--- src/rtl/block_lock_pkg.sv ---
package block_lock_pkg;

    localparam logic [2:0] WP_TIGHT    = 3'b001;
    localparam logic [2:0] WP_LOCKED   = 3'b010;
    localparam logic [2:0] WP_UNLOCKED = 3'b100;

    localparam logic [7:0] OP_UNLOCK     = 8'h23;
    localparam logic [7:0] OP_UNLOCK_ALL = 8'h27;
    localparam logic [7:0] OP_LOCK       = 8'h2A;
    localparam logic [7:0] OP_TIGHT      = 8'h2C;

    typedef enum logic [1:0] {
        ST_IDLE = 2'd0,
        ST_WALK = 2'd1,
        ST_DONE = 2'd2
    } walk_state_e;

    function automatic logic op_known(input logic [7:0] code);
        return (code == OP_UNLOCK) || (code == OP_UNLOCK_ALL) ||
               (code == OP_LOCK)   || (code == OP_TIGHT);
    endfunction

endpackage

--- src/rtl/blk_wp_store.sv ---
module blk_wp_store
    import block_lock_pkg::*;
#(
    parameter int N  = 12,
    parameter int IW = 4
) (
    input  logic          clk,
    input  logic          rst_n,
    input  logic          we,
    input  logic [IW-1:0] widx,
    input  logic [2:0]    wval,
    input  logic [IW-1:0] ridx,
    output logic [2:0]    rval,
    input  logic [IW-1:0] qidx,
    output logic [2:0]    qval
);

    logic [2:0] cells [N];

    for (genvar g = 0; g < N; g++) begin : g_cell
        always_ff @(posedge clk or negedge rst_n) begin
            if (!rst_n)
                cells[g] <= WP_LOCKED;
            else if (we && (widx == IW'(g)))
                cells[g] <= wval;
        end
    end

    always_comb begin
        rval = WP_LOCKED;
        for (int i = 0; i < N; i++)
            if (ridx == IW'(i)) rval = cells[i];
    end

    always_comb begin
        qval = WP_LOCKED;
        for (int i = 0; i < N; i++)
            if (qidx == IW'(i)) qval = cells[i];
    end

endmodule

--- src/rtl/blk_range_regs.sv ---
module blk_range_regs #(
    parameter int IW = 4,
    parameter int DW = 16
) (
    input  logic          clk,
    input  logic          rst_n,
    input  logic          wr_start,
    input  logic          wr_end,
    input  logic [DW-1:0] wr_data,
    output logic [IW-1:0] start_q,
    output logic [IW-1:0] end_q
);

    logic [IW-1:0] masked;
    logic          unused_hi;

    assign masked    = wr_data[IW-1:0];
    assign unused_hi = ^wr_data[DW-1:IW];

    always_ff @(posedge clk or negedge rst_n) begin
        if (!rst_n) begin
            start_q <= '0;
            end_q   <= '0;
        end else if (wr_start) begin
            start_q <= masked;
            end_q   <= masked;
        end else if (wr_end) begin
            end_q   <= masked;
        end
    end

endmodule

--- src/rtl/blk_walk_fsm.sv ---
module blk_walk_fsm
    import block_lock_pkg::*;
#(
    parameter int N  = 12,
    parameter int IW = 4
) (
    input  logic          clk,
    input  logic          rst_n,
    input  logic          cmd_valid,
    input  logic [7:0]    cmd_code,
    input  logic [IW-1:0] rng_start,
    input  logic [IW-1:0] rng_end,
    input  logic [2:0]    cur_val,
    output logic [IW-1:0] cur_idx,
    output logic          we,
    output logic [2:0]    wval,
    output logic          busy,
    output logic          done,
    output logic          err,
    output logic [2:0]    status
);

    localparam logic [IW-1:0] LAST_IDX = IW'(N - 1);

    walk_state_e   state, nxt;
    logic [IW-1:0] cur, last;
    logic [7:0]    op;
    logic          accept, in_range, at_last;
    logic [2:0]    target;

    assign accept   = (state == ST_IDLE) && cmd_valid && op_known(cmd_code);
    assign in_range = (32'(cur) < 32'(N));
    assign at_last  = (cur == last);
    assign cur_idx  = cur;

    always_comb begin
        unique case (op)
            OP_LOCK:  target = WP_LOCKED;
            OP_TIGHT: target = WP_TIGHT;
            default:  target = WP_UNLOCKED;
        endcase
    end

    // state register
    always_ff @(posedge clk or negedge rst_n) begin
        if (!rst_n) state <= ST_IDLE;
        else        state <= nxt;
    end

    // next state and write strobe
    always_comb begin
        nxt  = state;
        we   = 1'b0;
        wval = target;
        unique case (state)
            ST_IDLE: begin
                if (accept)
                    nxt = ((cmd_code == OP_UNLOCK_ALL) || (rng_start <= rng_end))
                          ? ST_WALK : ST_DONE;
            end
            ST_WALK: begin
                if (!in_range) begin
                    nxt = ST_DONE;
                end else if (op == OP_TIGHT) begin
                    we = (cur_val != WP_UNLOCKED);
                    if (at_last) nxt = ST_DONE;
                end else if (cur_val == WP_TIGHT) begin
                    nxt = ST_DONE;
                end else begin
                    we = 1'b1;
                    if (at_last) nxt = ST_DONE;
                end
            end
            ST_DONE: nxt = ST_IDLE;
            default: nxt = ST_IDLE;
        endcase
    end

    // walk datapath
    always_ff @(posedge clk or negedge rst_n) begin
        if (!rst_n) begin
            cur    <= '0;
            last   <= '0;
            op     <= '0;
            err    <= 1'b0;
            status <= WP_LOCKED;
        end else if (accept) begin
            op  <= cmd_code;
            err <= 1'b0;
            if (cmd_code == OP_UNLOCK_ALL) begin
                cur  <= '0;
                last <= LAST_IDX;
            end else begin
                cur  <= rng_start;
                last <= rng_end;
            end
        end else if (state == ST_WALK) begin
            if (we)        status <= wval;
            if (!in_range) err    <= 1'b1;
            cur <= cur + 1'b1;
        end
    end

    assign busy = (state != ST_IDLE);
    assign done = (state == ST_DONE);

endmodule

--- src/rtl/block_lock_mgr.sv ---
module block_lock_mgr #(
    parameter int NUM_BLOCKS = 12,
    parameter int DATA_W     = 16
) (
    input  logic                          clk,
    input  logic                          rst_n,
    input  logic                          wr_start,
    input  logic                          wr_end,
    input  logic [DATA_W-1:0]             wr_data,
    input  logic                          cmd_valid,
    input  logic [7:0]                    cmd_code,
    input  logic [$clog2(NUM_BLOCKS)-1:0] query_idx,
    output logic [2:0]                    query_state,
    output logic [$clog2(NUM_BLOCKS)-1:0] range_start,
    output logic [$clog2(NUM_BLOCKS)-1:0] range_end,
    output logic                          busy,
    output logic                          done,
    output logic                          cmd_err,
    output logic [2:0]                    wp_status
);

    localparam int IW = $clog2(NUM_BLOCKS);

    logic [IW-1:0] cur_idx;
    logic [2:0]    cur_val;
    logic          arr_we;
    logic [2:0]    arr_wval;

    blk_range_regs #(.IW(IW), .DW(DATA_W)) u_range (
        .clk      (clk),
        .rst_n    (rst_n),
        .wr_start (wr_start),
        .wr_end   (wr_end),
        .wr_data  (wr_data),
        .start_q  (range_start),
        .end_q    (range_end)
    );

    blk_walk_fsm #(.N(NUM_BLOCKS), .IW(IW)) u_walk (
        .clk       (clk),
        .rst_n     (rst_n),
        .cmd_valid (cmd_valid),
        .cmd_code  (cmd_code),
        .rng_start (range_start),
        .rng_end   (range_end),
        .cur_val   (cur_val),
        .cur_idx   (cur_idx),
        .we        (arr_we),
        .wval      (arr_wval),
        .busy      (busy),
        .done      (done),
        .err       (cmd_err),
        .status    (wp_status)
    );

    blk_wp_store #(.N(NUM_BLOCKS), .IW(IW)) u_store (
        .clk   (clk),
        .rst_n (rst_n),
        .we    (arr_we),
        .widx  (cur_idx),
        .wval  (arr_wval),
        .ridx  (cur_idx),
        .rval  (cur_val),
        .qidx  (query_idx),
        .qval  (query_state)
    );

endmodule

--- config.mk ---
export PLATFORM = sky130hd
export DESIGN_NAME = block_lock_mgr
export DESIGN_NICKNAME = d
export VERILOG_FILES = /design/src/rtl/block_lock_pkg.sv /design/src/rtl/blk_wp_store.sv /design/src/rtl/blk_range_regs.sv /design/src/rtl/blk_walk_fsm.sv /design/src/rtl/block_lock_mgr.sv
export SDC_FILE = /design/constraint.sdc
export NUM_CORES = 1
export LEC_CHECK = 0
export ABC_AREA = 1
export BUFFER_PORTS_ARGS = -buffer_cell sky130_fd_sc_hd__buf_4
export CORE_MARGIN = 2
export CORE_UTILIZATION = 60
export DETAILED_ROUTE_END_ITERATION = 16
export PLACE_DENSITY = 0.82
export SYNTH_ARGS = -nofsm -noshare
export SYNTH_HDL_FRONTEND = slang
export SYNTH_HIERARCHICAL = 1
export SYNTH_SLANG_ARGS = --single-unit
--- constraint.sdc ---
create_clock -name clk -period 5.5 [get_ports clk]
set_input_delay 1.1 -clock clk [delete_from_list [all_inputs] [get_ports clk]]
set_output_delay 1.1 -clock clk [all_outputs]
set_load 0.03 [all_outputs]
Yosys cells after proc, flatten, opt, wreduce, memory -nomap -nowiden
Index checks and enable logic that the tools add are counted.

word-level totals
  memory bits (read-only) = 0
  input bits = 33
  memories = 0
  register bits = 66
  bits in latches = 0
  RAM bits = 0

operators by class
  bitwise operators = 1
  reduce and logical (&&, ||, !) cells = 26
  equal/unequal tests = 35
  multiply operators = 0
  divide/modulo/power cells = 0
  shift-type cells = 0
  muxes and demuxes = 45
  $lt $le $gt $ge = 2
  add/sub/neg operators = 1

operators by type and width
  kind                   number
  $mux W3                24
  $eq A8 B6 Y1 const B   6
  $eq A4 B3 Y1 const B   8
  $eq A4 B4 Y1 const B   8
  $mux W4                6
  $eq A4 B2 Y1 const B   4
  $logic_and A1 B1 Y1    14
  $mux W2                6
  $eq A4 B1 Y1 const B   2
  $logic_not A4 Y1       2
  $mux W1                7
  $pmux W3 S2            1
  $reduce_bool A2 Y1     3
  $add A4 B1 Y4 const B  1
  $eq A4 B4 Y1           1
  $le A4 B4 Y1           1
  $logic_or A1 B1 Y1     4
  $lt A4 B4 Y1 const B   1
  $ne A2 B1 Y1 const B   2
  $pmux W2 S2            1
  $eq A3 B1 Y1 const B   1
  $ne A3 B3 Y1 const B   1
  $reduce_and A3 Y1      1
  $eq A2 B1 Y1 const B   1
  4 further kinds        4

Longest topological paths before layout
Gate-level depths: netlist of run 1.

  depth in word-level cells = 19
  mapped depth = 21

Modules after synthesis
Netlist of run 1, hierarchy kept.

modules (own cells, without submodules)
  module          instances  area an instance (µm²)  sequential area each (µm²)  cells an instance
  blk_wp_store    1          2145.8                  915.9                       312
  blk_walk_fsm    1          1431.4                  551.8                       189
  blk_range_regs  1          315.3                   200.2                       34

Worst setup path before layout of run 1
Ideal clock, no wire load.

  path type = input-to-output
  start point = in query_idx[1]
  end point = out query_state[1]
  stages on the path = 9
  required time = 4400 ps
  data arrival time = 2073 ps
  path slack = 2327 ps
  path through = inv_1 > nor2_1 > nand3_1 > nand4_1 > nor2_1 > nand4_1 > nand2_1 > nand3_1 > nor2_1

between the ends
  longest elaborated chain between the ends = 13
  elaborated cells between the ends (all ways) = 24
  those cells by class = eq/ne (11); mux (12); reduce/logical (1)

ends and longest elaborated chain
  item                   RTL line              text
  from (decl)            block_lock_mgr.sv:12  input logic [$clog2(NUM_BLOCKS)-1:0] query_idx,
  $logic_not A4 Y1       blk_wp_store.sv:38    if (qidx == IW'(i)) qval = cells[i];
  $mux W3 (11 in a row)  blk_wp_store.sv:38
  $mux W3 (*)            blk_wp_store.sv:38
  to (decl)              block_lock_mgr.sv:13  output logic [2:0] query_state,

Every way passes the cells marked *; elsewhere a longest branch is shown, timed or not.

Final worst setup path of run 1
  start point = in query_idx[0]
  end point = out query_state[2]

The elaborated chain is that of the path after synthesis.

==> reports/qor.csv, run 1 <==
stage;metric;value;unit
logic_synthesis;syn_inst;535;
place;gp_congestion;0.963;
place;dp_hpwl;6650;µm
cts;htree_levels;3;
cts;cts_setup_buffers;0;
detailed_routing;wl;8870;µm
logic_synthesis;yosysMostFrequentCell;nand2_1;
final_layout;fin_cells;660;
hold_path;worst_hold_path_type;reg2reg;
critical_path;crit_type;in2out;
cts;cts_buffers;9;
grt;grt_usage;27.1;%
floorplanning;num_rows;29;
sta;slew_headroom;46.4;%
cts;cts.path.max_buffers;2;
sta;rsz0062_at_grt;false;
detailed_routing;route.vias.total;3577;
cts;tritoncts;yes;
detailed_routing;drcViolationCount;0;
logic_synthesis;synth_top_area_share;34.1;%
final_layout;regArea;0.00167;mm²
critical_path;rr_startpoint;u_walk/cur_idx[3];
status;run_status;finished, final reports clean;
critical_path;critPathBufInv;3;
critical_path;r2r_slack;2180;ps
critical_path;rr_worst_depth;17;
floorplanning;core;0.00631;mm²
grt;antenna_found_initial;0;
logic_synthesis;synth_area;0.00389;mm²
floorplanning;start_util;61.7;%
detailed_routing;drt-pass1-iter-count;5;
cts;clk_latency;340;ps
final_layout;drive_above_1_share;16.6;%
detailed_routing;drt-initial-drc-count;176;
critical_path;endpoint_kind;primary output;
final_layout;n_antenna_cell;0;
floorplanning;pin_count;50;
final_layout;nets;616;
floorplanning;dieArea;0.00715;mm²
sta;worst_slew_pin_slew;804;ps
logic_synthesis;yosysSeqAreaShare;42.8;%
critical_path;start_kind;input pin;
detailed_routing;wl_per_cell;13.4;µm
grt;grt_max_degree;67;
sta;fmax;294;MHz
cts;hold_buffers;0;
critical_path;critPathMaxStageDelay;180;ps
pwr;p_leak;2.17;nW
detailed_routing;antenna_left;0;
cts;cts_root_buf;clkbuf_8;
detailed_routing;drt-vias-per-instance;5.42;
sta;fin_crit_sh;61.8;%
logic_synthesis;async_flop_share;100;%
hold_path;hp-start;u_walk/op[5];
logic_synthesis;synth_top_area_cell;dfrtp_1;
grt;grt_pass1_wl;15700;µm
critical_path;cp_common_cell;nand4_1;
hold_path;hold_depth;1;
logic_synthesis;synth_warnings;6;
logic_synthesis;synth_edf_count;0;
critical_path;cp_slowest_cell;buf_4;
sta;skew;11.7;ps
floorplanning;dieWidth;84.5;µm
floorplanning;die_h;84.5;µm
sta;hold_viol;0;
place;portBuffers;37;
final_layout;fill_cells;545;
cts;cts_resized;0;
pwr;ir_drop;332;µV
place;dp.cells;644;
critical_path;worstPathCellList;buf_4 -> nand2_1 -> inv_2 -> nand3_1 -> nand4_1 -> nor2_1 -> nand4_1 -> nor2_1 -> nand4_1 -> buf_4;
critical_path;crit_family;simple AND/OR/NAND/NOR gates;
sta;setup_viol_count_final;0;
sta;fin_setup_tns;0;ps
grt;globalRouteOverflowTotal;0;
logic_synthesis;synth.ff_latch_count;66;
grt;grt_pass1_vias;3514;
sta;period_needed;3400;ps
pwr;p_per_area;400;mW/mm²
final_layout;syn2layout_area_growth;13.2;%
logic_synthesis;ys_types;34;
final_layout;multi_input_area;0.00185;mm²
sta;drv_slew;0;
logic_synthesis;synth.top_cells.by_count;nand2_1, inv_1, nor2_1;
hold_path;min_to;u_walk/op[5];
logic_synthesis;synthesis.nets;573;
cts;clk_pin_slew;70;ps
flow_run;drv_cap;0;
critical_path;cp.arrival;2300;ps
critical_path;crit_required;4400;ps
logic_synthesis;synth.top_cells.by_area;dfrtp_1, nand2_1, dfstp_2;
logic_synthesis;ys.flop_type;dfrtp_1;
critical_path;r2r-end;u_store/cells[20];
cts;numClockSinks;66;
critical_path;critical_path.max_fanout;6;
logic_synthesis;syn_area_per_cell;7.28;µm²
[how the worst max path moves through the flow]
stage / start / endpoint / slack (ps) / cells after the start
floorplan: query_idx[1] / query_state[1] / 2330 / 9
global placement: query_idx[0] / query_state[2] / 2150 / 10
detailed placement: query_idx[0] / query_state[2] / 2120 / 10
CTS: query_idx[0] / query_state[2] / 2120 / 10
global route: u_walk/cur_idx[3] / u_store/cells[18] / 1870 / 18
finish: query_idx[0] / query_state[2] / 2100 / 10
[stage by stage]
stage	setup WS [ps]	area, µm²	util, %	power (W)	hold WS (ps)
floorplan	2330	3890	-	0.00118	440
global placement	2150	4220	66.8	0.00135	456
detailed placement	2120	4220	66.8	0.00138	455
CTS	2120	4410	69.8	0.00177	473
global route	1870	4410	69.8	0.00189	494
finish	2100	4410	69.8	0.00176	470
[where the power goes]
part           internal, W  switching [W]  leakage [nW]
logic             0.000227       0.000422          1.28
clock network     0.000189       0.000193        0.0838
registers         0.000596       0.000136         0.808
total              0.00101       0.000751          2.17
[layout make-up]
cell class	instances	share of cell area, %
timing repair buffer	37	6.30
multi-input combinational	377	41.9
clock inverter	5	0.880
sequential	66	37.8
tap	77	2.19
inverter	87	7.47
clock buffer	11	3.44
[cell usage in the layout, fill, tap and decap left out, drive strengths merged, types with 11 or more instances in the layout]
cell    synthesis  layout
buf             3      37
dfstp          13      13
dfrtp          53      53
nand4          19      19
clkbuf          2      11
nand2         158     158
inv            87      87
nor2           67      67
nand3          44      44
o21ai          54      54
a21oi          13      13
[metal layers]
metal  global-route usage (%)  wire length, µm
met5                        0                0
met4                     11.8              178
met3                     4.23              536
met2                     44.1             4350
met1                     36.2             3800
[state kept, by name, summed over array words and instances (netlist names), 2 cells and up]
signal and cells:
u_store/cells 36, u_walk/op 8, u_walk/cur_idx 4, u_walk/state 2, u_walk/last 4, u_walk/status 3, u_range/start_q 4, u_range/end_q 4
[logic make-up after synthesis]
family,count (synthesis),synth area share (%)
compound gates,69,9.39
fa+ha+maj,5,1.61
simple gates,301,36.0
buf+inv,92,9.74
xor+xnor,2,0.450
flops,66,42.8
(Power assumes the default switching activity.)
==> run 2, diff against run 1 <==
--- a/config.mk
+++ b/config.mk
@@ -5,12 +5,12 @@
 export SDC_FILE = /design/constraint.sdc
 export NUM_CORES = 1
 export LEC_CHECK = 0
-export ABC_AREA = 1
+export ABC_AREA = 0
 export BUFFER_PORTS_ARGS = -buffer_cell sky130_fd_sc_hd__buf_4
 export CORE_MARGIN = 2
-export CORE_UTILIZATION = 60
+export CORE_UTILIZATION = 58
 export DETAILED_ROUTE_END_ITERATION = 16
-export PLACE_DENSITY = 0.82
+export PLACE_DENSITY = 0.8
 export SYNTH_ARGS = -nofsm -noshare
 export SYNTH_HDL_FRONTEND = slang
 export SYNTH_HIERARCHICAL = 1
==> constraint.sdc (replaced) <==
create_clock -name clk -period 3.2 [get_ports clk]
set_input_delay 0.64 -clock clk [delete_from_list [all_inputs] [get_ports clk]]
set_output_delay 0.64 -clock clk [all_outputs]
set_load 0.03 [all_outputs]
==> reports/qor.csv, run 2 <==
stage;metric;value;unit
logic_synthesis;ys.flop_type;dfrtp_1;
detailed_routing;drt-vias-per-instance;6.19;
critical_path;cp.arrival;3270;ps
detailed_routing;route.vias.total;2935;
sta;rsz0062_at_grt;false;
logic_synthesis;async_flop_share;100;%
final_layout;drive_above_1_share;36.8;%
cts;cts_root_buf;clkbuf_8;
cts;clk_latency;340;ps
logic_synthesis;synthesis.nets;387;
hold_path;worst_hold_path_type;in2async;
place;portBuffers;37;
grt;grt_pass1_wl;14000;µm
critical_path;endpoint_kind;flop;
final_layout;n_antenna_cell;0;
sta;fin_crit_sh;95.2;%
critical_path;crit_type;reg2reg;
grt;grt_pass1_vias;2900;
critical_path;cp_slowest_cell;mux4_2;
cts;clk_pin_slew;70;ps
sta;drv_slew;0;
cts;tritoncts;yes;
sta;hold_viol;0;
grt;grt_max_degree;67;
critical_path;critical_path.max_fanout;10;
logic_synthesis;synth_top_area_cell;dfrtp_1;
logic_synthesis;synth_top_area_share;34.4;%
sta;slew_headroom;42.8;%
cts;htree_levels;3;
logic_synthesis;synth_edf_count;0;
grt;grt_usage;24.6;%
pwr;p_per_area;537;mW/mm²
grt;antenna_found_initial;0;
logic_synthesis;yosysMostFrequentCell;dfrtp_1;
final_layout;fill_cells;473;
grt;globalRouteOverflowTotal;0;
floorplanning;pin_count;50;
sta;fin_setup_tns;0;ps
floorplanning;dieArea;0.00731;mm²
sta;fmax;328;MHz
logic_synthesis;synth.top_cells.by_area;dfrtp_1, mux2_2, dfstp_2;
floorplanning;num_rows;29;
final_layout;top_regs;u_store/cells: 36 flops, u_walk/op: 8 flops;
floorplanning;die_h;85.5;µm
cts;hold_buffers;0;
detailed_routing;drt-pass1-iter-count;5;
sta;skew;10.1;ps
flow_run;drv_cap;0;
floorplanning;core;0.00639;mm²
logic_synthesis;yosysSeqAreaShare;43.3;%
place;dp_hpwl;5880;µm
logic_synthesis;synth.ff_latch_count;66;
logic_synthesis;ys_types;71;
critical_path;critPathMaxStageDelay;540;ps
pwr;ir_drop;345;µV
final_layout;largest_reg_flops;36;
final_layout;syn2layout_area_growth;15.7;%
detailed_routing;drcViolationCount;0;
final_layout;layout_common_cells;dfrtp_1, buf_4, mux2_2;
floorplanning;start_util;60.3;%
detailed_routing;drt-initial-drc-count;147;
cts;numClockSinks;66;
floorplanning;dieWidth;85.5;µm
cts;cts_buffers;9;
sta;worst_slew_pin_slew;857;ps
critical_path;crit_start;u_walk/cur_idx[0];
logic_synthesis;synth.top_cells.by_count;dfrtp_1, mux2_2, nand2_1;
critical_path;start_kind;flop;
place;place_ws;137;ps
detailed_routing;wl_per_cell;17.8;µm
critical_path;rr_startpoint;u_walk/cur_idx[0];
logic_synthesis;synth_area;0.00385;mm²
logic_synthesis;synth_warnings;6;
critical_path;cp_common_cell;buf_4;
sta;setup_viol_count_final;0;
critical_path;worstPathCellList;buf_4 -> mux4_2 -> a221oi_2 -> o22ai_1 -> nor2_1 -> nand2_1 -> o21ai_2 -> nor3_4 -> nor3b_2 -> buf_4 -> nand3b_1 -> mux2_2;
sta;worst_slack;155;ps
final_layout;largest-register;u_store/cells;
logic_synthesis;syn_area_per_cell;11.0;µm²
logic_synthesis;syn_inst;349;
status;run_status;finished, final reports clean;
sta;period_needed;3050;ps
detailed_routing;antenna_left;0;
critical_path;crit_required;3430;ps
pwr;p_leak;2.04;nW
place;gp_congestion;0.940;
final_layout;layout.cells.most_common;dfrtp_1;
critical_path;crit_family;multiplexers;
cts;cts.path.max_buffers;2;
critical_path;critPathBufInv;2;
detailed_routing;wl;8420;µm
final_layout;nets;430;
run 2: cell types whose count changed after synthesis, sizes merged, moves of 18 or more:
| cell | before | now |
|---|---|---|
| o21ai | 54 | 15 |
| nor2 | 67 | 20 |
| nand2 | 158 | 30 |
| inv | 87 | 12 |
| mux2 | 0 | 50 |
| nand4 | 19 | 1 |
| nand3 | 44 | 7 |
run 2: worst paths after layout:
kind	endpoint	slack [ps]	cells past startpoint
max reg2reg	u_store/cells[29]	150	12
max	u_store/cells[29]	150	12
min	u_store/cells[27]	390	1
min reg2reg	u_walk/op[1]	500	2
min in group clk	u_walk/op[1]	500	2
max in group asynchronous	u_walk/cur_idx[0]	2260	1
run 2: layer usage:
metal	share of wire [%]	wire length, µm	GRT usage, %	up-vias
li1	-	-	-	1370
met1	43	3660	32.7	1457
met2	49	4130	39.8	95
met3	5.9	497	6.32	13
met4	1.6	138	7.94	0
met5	0	0	0	-
run 2: cell type report:
class	count	area, µm²	area share [%]
flip-flops and latches	66	1670	37.5
inverters	12	45.0	1.01
well taps	77	96.3	2.16
multi-input cells	254	2050	46.1
clock buffers	14	163	3.65
repair buffers	49	393	8.82
clock inverters	2	35.0	0.787
run 2: logic make-up (layout without fill, tap and decap cells):
family | count (synthesis) | after routing | share of synthesized area, %
compound gates | 68 | 68 | 12.6
xor+xnor | 7 | 7 | 1.59
fa+ha+maj | 5 | 5 | 1.62
buf+inv | 29 | 77 | 3.51
flops | 66 | 66 | 43.3
mux | 60 | 60 | 20.0
simple gates | 114 | 114 | 17.3
run 2: power breakdown:
group	total (W)	leakage, nW	internal, W	switching (W)
clock	0.000711	0.101	0.000403	0.000308
sequential	0.000944	0.832	0.000890	0.0000539
combinational	0.000736	1.11	0.000319	0.000417
total	0.00239	2.04	0.00161	0.000779
run 2: what timing repair did:
item,4_1_cts,5_1_grt
resized for setup,0,2
setup buffers,0,0
endpoints found under the setup margin,0,11
hold endpoints to repair,0,0
run 2: stage by stage:
step | utilization, % | std cells | cell area (µm²) | hold WS (ps) | total power, W
after floorplan | - | 349 | 3850 | 344 | 0.00144
after global placement | 66.6 | 458 | 4250 | 465 | 0.00165
after detailed placement | 66.6 | 458 | 4250 | 469 | 0.00168
after CTS | 69.7 | 474 | 4450 | 406 | 0.00240
after global routing | 69.7 | 474 | 4450 | 432 | 0.00252
final | 69.7 | 474 | 4450 | 387 | 0.00239
==> run 3, diff against run 2 <==
--- a/config.mk
+++ b/config.mk
@@ -11,6 +11,7 @@
 export CORE_UTILIZATION = 58
 export DETAILED_ROUTE_END_ITERATION = 16
 export PLACE_DENSITY = 0.8
+export RECOVER_POWER = 25
 export SYNTH_ARGS = -nofsm -noshare
 export SYNTH_HDL_FRONTEND = slang
 export SYNTH_HIERARCHICAL = 1
==> reports/qor.csv, run 3 (synthesized netlist as in run 2, its figures left out) <==
stage;metric;value;unit
place;dp_hpwl;5880;µm
sta;fin_crit_sh;95.4;%
grt;grt_usage;24.6;%
sta;hold_viol;0;
final_layout;largest-register;u_store/cells;
detailed_routing;wl;8450;µm
floorplanning;dieArea;0.00731;mm²
critical_path;critical_path.max_fanout;10;
final_layout;syn2layout_area_growth;15.5;%
cts;clk_pin_slew;70;ps
cts;cts_root_buf;clkbuf_8;
cts;htree_levels;3;
cts;clk_latency;340;ps
final_layout;multi_input_area;0.00205;mm²
sta;whs;500;ps
critical_path;endpoint_kind;flop;
detailed_routing;drcViolationCount;0;
hold_path;worst_hold_path_type;reg2reg;
critical_path;cp.arrival;3280;ps
hold_path;hold_depth;2;
detailed_routing;drt-vias-per-instance;6.18;
final_layout;nets;430;
sta;slew_headroom;-5.59;%
sta;worst_slew_pin_slew;1580;ps
final_layout;largest_reg_flops;36;
floorplanning;dieWidth;85.5;µm
critical_path;rr_startpoint;u_walk/cur_idx[0];
grt;grt_pass1_vias;2900;
grt;antenna_found_initial;0;
cts;hold_buffers;0;
final_layout;drive_above_1_share;36.5;%
detailed_routing;drt-pass1-iter-count;5;
grt;globalRouteOverflowTotal;0;
detailed_routing;drt-initial-drc-count;147;
floorplanning;core;0.00639;mm²
place;gp_congestion;0.940;
critical_path;start_kind;flop;
pwr;p_leak;2.04;nW
final_layout;layout_common_cells;dfrtp_1, buf_4, mux2_2;
critical_path;r2r-end;u_store/cells[30];
floorplanning;num_rows;29;
sta;rsz0062_at_grt;false;
critical_path;crit_end;u_store/cells[30];
sta;period_needed;3050;ps
cts;cts.path.max_buffers;2;
cts;cts_buffers;9;
critical_path;crit_type;reg2reg;
pwr;ir_drop;345;µV
status;run_status;finished with violations;
floorplanning;die_h;85.5;µm
sta;fmax;328;MHz
floorplanning;pin_count;50;
sta;drv_slew;67;
place;portBuffers;37;
final_layout;regArea;0.00167;mm²
sta;skew;9.83;ps
critical_path;r2r_slack;150;ps
grt;grt_max_degree;67;
critical_path;crit_required;3420;ps
grt;grt_pass1_wl;14000;µm
sta;fin_setup_tns;0;ps
cts;tritoncts;yes;
sta;setup_viol_count_final;0;
pwr;p_per_area;538;mW/mm²
final_layout;fill_cells;474;
cts;numClockSinks;66;
detailed_routing;antenna_left;0;
status;violations;max-capacitance violations, max-slew violations;
final_layout;top_regs;u_store/cells: 36 flops, u_walk/op: 8 flops;
flow_run;drv_cap;1;
final_layout;fin_util;69.7;%
detailed_routing;route.vias.total;2927;
floorplanning;start_util;60.3;%
critical_path;crit_start;u_walk/cur_idx[0];
detailed_routing;wl_per_cell;17.8;µm
final_layout;layout.cells.most_common;dfrtp_1;
final_layout;n_antenna_cell;0;
critical_path;rr_worst_depth;12;
run 3: changes by cell type in the layout (fill, tap and decap cells not counted), sizes merged:
cell	previous run	this run
buf	49	47
clkbuf	14	16
run 3: stage by stage:
step           cell area, µm²  instances  total power [W]  setup WS (ps)
5_1_grt                  4450        474          0.00252           34.5
2_1_floorplan            3850        349          0.00144            116
6_report                 4450        474          0.00239            148
4_1_cts                  4450        474          0.00240           92.2
3_3_place_gp             4250        458          0.00165            149
3_5_place_dp             4250        458          0.00168            137
run 3: worst min path at each step:
stage                 start           endpoint  slack, ps
2_1_floorplan         rst_n   u_range/end_q[0]        340
3_3_place_gp   u_walk/op[0]       u_walk/op[0]        460
3_5_place_dp   u_walk/op[1]       u_walk/op[1]        470
4_1_cts               rst_n  u_store/cells[26]        410
5_1_grt          wr_data[1]   u_range/end_q[1]        520
6_report       u_walk/op[1]       u_walk/op[1]        500
run 3: final cells by class:
cell class	instances	area share, %
repair buffers	49	8.69
flip-flops and latches	66	37.5
clock buffers	14	3.66
multi-input cells	254	46.2
well taps	77	2.17
clock inverters	2	0.788
inverters	12	1.01
run 3: power breakdown:
part	internal, W	total (W)	switching (W)
logic	0.000318	0.000736	0.000418
clock network	0.000403	0.000711	0.000308
registers	0.000890	0.000945	0.0000542
run 3: what timing repair did:
action,in CTS,in global routing
endpoints found under the setup margin,0,11
endpoints found under the hold margin,0,0
buffers inserted,0,0
resized for setup,0,2
run 3: critical path: stages (launching register included):
cell      delay [ps]
dfrtp_2          410
buf_4            190
mux4_2           540
a221oi_2         300
o22ai_1          170
nor2_1           150
nand2_1           80
o21ai_2          180
nor3_4            80
nor3b_2          180
buf_4            140
nand3b_1         170
mux2_2           350
run 3: layer usage:
| metal | up-vias | track usage, % | share of wire, % |
|---|---|---|---|
| met3 | 12 | 6.32 | 5.6 |
| met2 | 91 | 39.8 | 49 |
| li1 | 1368 | - | - |
| met4 | 0 | 7.94 | 1.6 |
| met1 | 1456 | 32.7 | 44 |
| met5 | - | 0 | 0 |
